[config.mk]
export PLATFORM = sky130hd
export DESIGN_NAME = rtc_tick
export DESIGN_NICKNAME = d
export VERILOG_FILES = /design/src/rtl/rtc_pkg.sv /design/src/rtl/rtc_period_cnt.sv /design/src/rtl/rtc_flags.sv /design/src/rtl/rtc_tick.sv
export SDC_FILE = /design/constraint.sdc
export NUM_CORES = 1
export LEC_CHECK = 0
export ABC_AREA = 1
export BUFFER_PORTS_ARGS = -buffer_cell sky130_fd_sc_hd__buf_4
export CORE_ASPECT_RATIO = 0.8
export CORE_MARGIN = 3
export CORE_UTILIZATION = 39
export CTS_BUF_LIST = sky130_fd_sc_hd__clkbuf_2 sky130_fd_sc_hd__clkbuf_4 sky130_fd_sc_hd__clkbuf_8
export CTS_CLUSTER_SIZE = 8
export DETAILED_ROUTE_END_ITERATION = 8
export HOLD_SLACK_MARGIN = 0.02
export RECOVER_POWER = 25
export SYNTH_ARGS = -nofsm -noshare
export SYNTH_HDL_FRONTEND = slang
export SYNTH_SLANG_ARGS = --single-unit
[constraint.sdc]
create_clock -name clk_i -period 2.2 [get_ports clk_i]
set_clock_uncertainty 0.15 [all_clocks]
set_input_delay 0.33 -clock clk_i [delete_from_list [all_inputs] [get_ports clk_i]]
set_output_delay 0.33 -clock clk_i [all_outputs]
set_load 0.01 [all_outputs]
[src/rtl/rtc_pkg.sv]
package rtc_pkg;
  localparam int unsigned DATA_W = 16;
  localparam int unsigned ADDR_W = 2;

  // word index inside the window (octal offsets 10..13)
  localparam logic [ADDR_W-1:0] IDX_NONE    = 2'd0;
  localparam logic [ADDR_W-1:0] IDX_RESTART = 2'd1;
  localparam logic [ADDR_W-1:0] IDX_STATUS  = 2'd2;
  localparam logic [ADDR_W-1:0] IDX_CTRL    = 2'd3;

  // bit positions software decodes
  localparam int unsigned BIT_EN    = 0;
  localparam int unsigned BIT_READY = 3;
  localparam int unsigned BIT_CLR   = 13;
endpackage

[src/rtl/rtc_period_cnt.sv]
module rtc_period_cnt #(
  parameter int unsigned PERIOD = 786432,
  localparam int unsigned CNT_W = (PERIOD > 2) ? $clog2(PERIOD) : 1
) (
  input  logic             clk_i,
  input  logic             rst_ni,
  input  logic             restart_i,
  output logic             expire_o,
  output logic [CNT_W-1:0] cnt_o
);
  localparam logic [CNT_W-1:0] RELOAD = CNT_W'(PERIOD - 1);

  logic [CNT_W-1:0] cnt_q;

  // a restart in the expiry cycle swallows the tick
  assign expire_o = (cnt_q == '0) && !restart_i;
  assign cnt_o    = cnt_q;

  always_ff @(posedge clk_i or negedge rst_ni) begin
    if (!rst_ni)                         cnt_q <= RELOAD;
    else if (restart_i || cnt_q == '0)   cnt_q <= RELOAD;
    else                                 cnt_q <= cnt_q - 1'b1;
  end
endmodule

[src/rtl/rtc_flags.sv]
module rtc_flags (
  input  logic clk_i,
  input  logic rst_ni,
  input  logic expire_i,
  input  logic ctrl_we_i,
  input  logic en_d_i,
  input  logic clr_i,
  output logic ready_o,
  output logic en_o
);
  logic ready_q, en_q;

  always_ff @(posedge clk_i or negedge rst_ni) begin
    if (!rst_ni) begin
      ready_q <= 1'b0;
      en_q    <= 1'b0;
    end else begin
      if (expire_i)                  ready_q <= 1'b1;  // expiry beats clear
      else if (ctrl_we_i && clr_i)   ready_q <= 1'b0;
      if (ctrl_we_i)                 en_q    <= en_d_i;
    end
  end

  assign ready_o = ready_q;
  assign en_o    = en_q;
endmodule

[src/rtl/rtc_tick.sv]
module rtc_tick
  import rtc_pkg::*;
#(
  parameter int unsigned PERIOD = 786432,
  localparam int unsigned CNT_W = (PERIOD > 2) ? $clog2(PERIOD) : 1
) (
  input  logic              clk_i,
  input  logic              rst_ni,
  input  logic              sel_i,
  input  logic              we_i,
  input  logic [ADDR_W-1:0] addr_i,
  input  logic [DATA_W-1:0] wdata_i,
  output logic [DATA_W-1:0] rdata_o,
  output logic              irq_o
);
  logic             wr, rd, restart, ctrl_we, expire, ready_q, en_q;
  logic [CNT_W-1:0] cnt_q;

  assign wr      = sel_i && we_i;
  assign rd      = sel_i && !we_i;
  assign restart = wr && (addr_i == IDX_RESTART);
  assign ctrl_we = wr && (addr_i == IDX_CTRL);

  rtc_period_cnt #(.PERIOD(PERIOD)) u_cnt (
    .clk_i     (clk_i),
    .rst_ni    (rst_ni),
    .restart_i (restart),
    .expire_o  (expire),
    .cnt_o     (cnt_q)
  );

  rtc_flags u_flags (
    .clk_i     (clk_i),
    .rst_ni    (rst_ni),
    .expire_i  (expire),
    .ctrl_we_i (ctrl_we),
    .en_d_i    (wdata_i[BIT_EN]),
    .clr_i     (wdata_i[BIT_CLR]),
    .ready_o   (ready_q),
    .en_o      (en_q)
  );

  always_comb begin
    rdata_o = '0;
    if (rd && addr_i == IDX_STATUS) begin
      rdata_o[BIT_EN]    = en_q;
      rdata_o[BIT_READY] = ready_q;
    end
  end

  assign irq_o = ready_q & en_q;
endmodule

==> results_dict.tcl <==
set metrics [dict create \
    grt_pass1_vias 1022 \
    fmax_mhz 583 \
    ctsResizeCount 0 \
    cts_made_buffers 3 \
    synth_cell_type_count 22 \
    total_power_w 0.00103 \
    path_clk_slew_ns 0.08 \
    postLayoutCoreUtil_pct 46.7 \
    fin_crit_sh_pct 77.9 \
    synth-xor-area-share_pct 3.71 \
    dp_hpwl_um 2140 \
    clockBufferDepth 2 \
    required_ns 2.23 \
    synth_cells 191 \
    status "completed" \
    synth_top_area_share_pct 35.3 \
    routed_wl_um 2750 \
    final-setup-viol-count 0 \
    critPathMaxFanout 18 \
    worst_pin_slew_ns 1.14 \
    worst_setup_path_end_kind "flop" \
    grt_antenna_before_repair 0 \
    wl_per_cell_um 11.3 \
    cellLeakagePower_nw 0.722 \
    port_buffers 10 \
    n_antenna_cell 0 \
    final_cells 244 \
    core-area_mm2 0.00327 \
    drc 0 \
    start_kind "flop" \
    wl_met1_um 1350 \
    postCtsSetupRepairBufs 0 \
    grt_max_degree 23 \
    die_height_um 59.9 \
    top_level_ports 39 \
    whs_ns 0.130 \
    p_per_area_mw_per_mm2 673 \
    finalHoldViolCount 0 \
    cts_tree "yes" \
    tns_ns 0 \
    overflow 0 \
    vdd_ir_drop_max_mv 0.304 \
    met3_length_um 163 \
    grt_setup_unrepaired "no" \
    route.met2.wl_um 1220 \
    cts_htree_levels 1 \
    fill_cells 332 \
    ys_ff_latch 22 \
    seq_area_frac_synth_pct 40.6 \
    yosysTopAreaCell "dfstp_2" \
    synthTopCellsByArea "dfstp_2 35%, nand2_1 12%, nor2_1 9.8%, buf_4 7.4%, nand3_1 6.7%" \
    synth_ff_type "dfstp_2" \
    netlist_area_mm2 0.00142 \
    yosysWarnings 0 \
    postRouteAntennaNets 0 \
    synthSimpleGateAreaFrac_pct 36.7 \
    syn_avg_cell_area_um2 7.41 \
    holdBufCountCts 1 \
    cap_violations 0 \
    dr.max_layer_used "met4" \
    dieArea_mm2 0.00439 \
    layout_min_cycle_time_ns 1.71 \
    initial_core_util_pct 43.3 \
    path_class "reg -> reg" \
    synth-compound-area-share_pct 2.48 \
    drv_slew 0 \
    vias_per_cell 4.70 \
    rows 18 \
    dp.cells 239 \
    area.growth.synth_to_final_pct 7.69 \
    gp_congestion 0.816 \
    synth_top_family_by_area "simple AND/OR/NAND/NOR gates" \
    synthAdderAreaFrac_pct 1.77 \
    first_pass_iters 5 \
    crit_arrival_ns 1.74 \
    drtIter0Drc 42 \
    clock_sinks 22 \
    layout-drive-gt1-share_pct 20.6 \
    clock_latency_ns 0.26 \
    ys_async_sr_fraction_pct 100 \
    vias 1146 \
    grt_usage_pct 13.8 \
    synth_mux_area_share_pct 0 \
    die_x_um 73.3 \
    synth_edf_count 0 \
    grt_pass1_wl_um 4640 \
    root_buffer "clkbuf_8" \
    nets 229 \
    hp-class "in -> reg" \
    slew_headroom_pct 23.9 \
]
[critical path, cell delays in order (launching register included)]
cell	delay (ns)
dfstp_2	0.54
inv_1	0.10
ha_1	0.21
inv_1	0.05
nor2_1	0.04
nand3_1	0.06
nor2_1	0.06
nand2_2	0.08
nand2_4	0.06
inv_4	0.16
o21ai_0	0.12
[Yosys cell counts (2+ instances only)]
cell type  instances
nand2_1           45
nor2_1            37
inv_1             21
dfstp_2           19
nand3_1           19
buf_4             14
o21ai_0            6
xor2_1             5
nand4_1            4
dfrtp_1            3
nor2_4             3
ha_1               2
nand2_2            2
nand2_4            2
nor3_1             2
[registers in the layout, indices dropped and copies added (netlist names)]
| register | flops |
|---|---|
| u_cnt.cnt_o | 20 |
| u_flags.en_o | 1 |
| u_flags.ready_o | 1 |
[final timing paths]
path | from | endpoint | slack [ns] | depth (start not counted)
worst max-delay path | u_cnt.cnt_o[0] | u_cnt.cnt_o[8] | 0.49 | 10
worst min-delay path | wdata_i[0] | u_flags.en_o | 0.13 | 3
worst max register to register | u_cnt.cnt_o[0] | u_cnt.cnt_o[8] | 0.49 | 10
worst min register to register | u_cnt.cnt_o[0] | u_cnt.cnt_o[0] | 0.32 | 1
max in group asynchronous | rst_ni | u_cnt.cnt_o[18] | 0.57 | 2
min in group asynchronous | rst_ni | u_flags.ready_o | 0.66 | 2
[kinds of logic after synthesis]
logic type               count (synthesis)
adder cells (fa/ha/maj)                  2
XOR/XNOR                                 6
other                                    1
AND/OR/NAND/NOR                        116
flip-flops                              22
buffers and inverters                   37
AO/OA/AOI/OAI                            7
[power breakdown]
group	switching (W)	leakage, nW	internal, W
clock	0.000128	0.0262	0.000141
sequential	0.0000509	0.239	0.000496
combinational	0.000131	0.457	0.0000791
[metrics by stage]
stage	area [um2]	setup WS (ns)
after floorplan	1460	0.633
after global placement	1470	0.486
after detailed placement	1470	0.486
after CTS	1530	0.472
after global routing	1520	0.328
final	1520	0.485
[per-layer routing]
layer / vias up / global-route usage, %
met5: - / 0
met4: 0 / 2.33
met3: 2 / 3.53
met2: 27 / 21.1
met1: 529 / 19.8
li1: 588 / -
[area by class of cell]
cell class,count,area (um2),area share [%]
timing repair buffer,11,81.3,5.34
tap,40,50.0,3.28
sequential,22,574,37.7
inverter,22,85.1,5.58
multi-input combinational,145,684,44.9
clock buffer,4,48.8,3.20
[cell usage in the layout (no fill, tap or decap)]
| cell type | n |
|---|---|
| buf_4 | 9 |
| clkbuf_8 | 3 |
| nand2_4 | 2 |
| nand3_1 | 19 |
| ha_1 | 2 |
| or2_2 | 1 |
| dfrtp_1 | 3 |
| nor2_2 | 1 |
| conb_1 | 14 |
| nor2_4 | 3 |
| nand2_1 | 45 |
| nor3_1 | 2 |
| dlygate4sd3_1 | 1 |
| nor2_1 | 37 |
| o21ai_0 | 6 |
| clkbuf_1 | 1 |
| dfstp_2 | 19 |
| xor2_1 | 5 |
| clkbuf_4 | 1 |
| a21oi_1 | 1 |
| nand4_1 | 4 |
| inv_1 | 21 |
| nand2_2 | 2 |
| xnor2_1 | 1 |
| inv_4 | 1 |
Power figures use the tool's default switching activity.
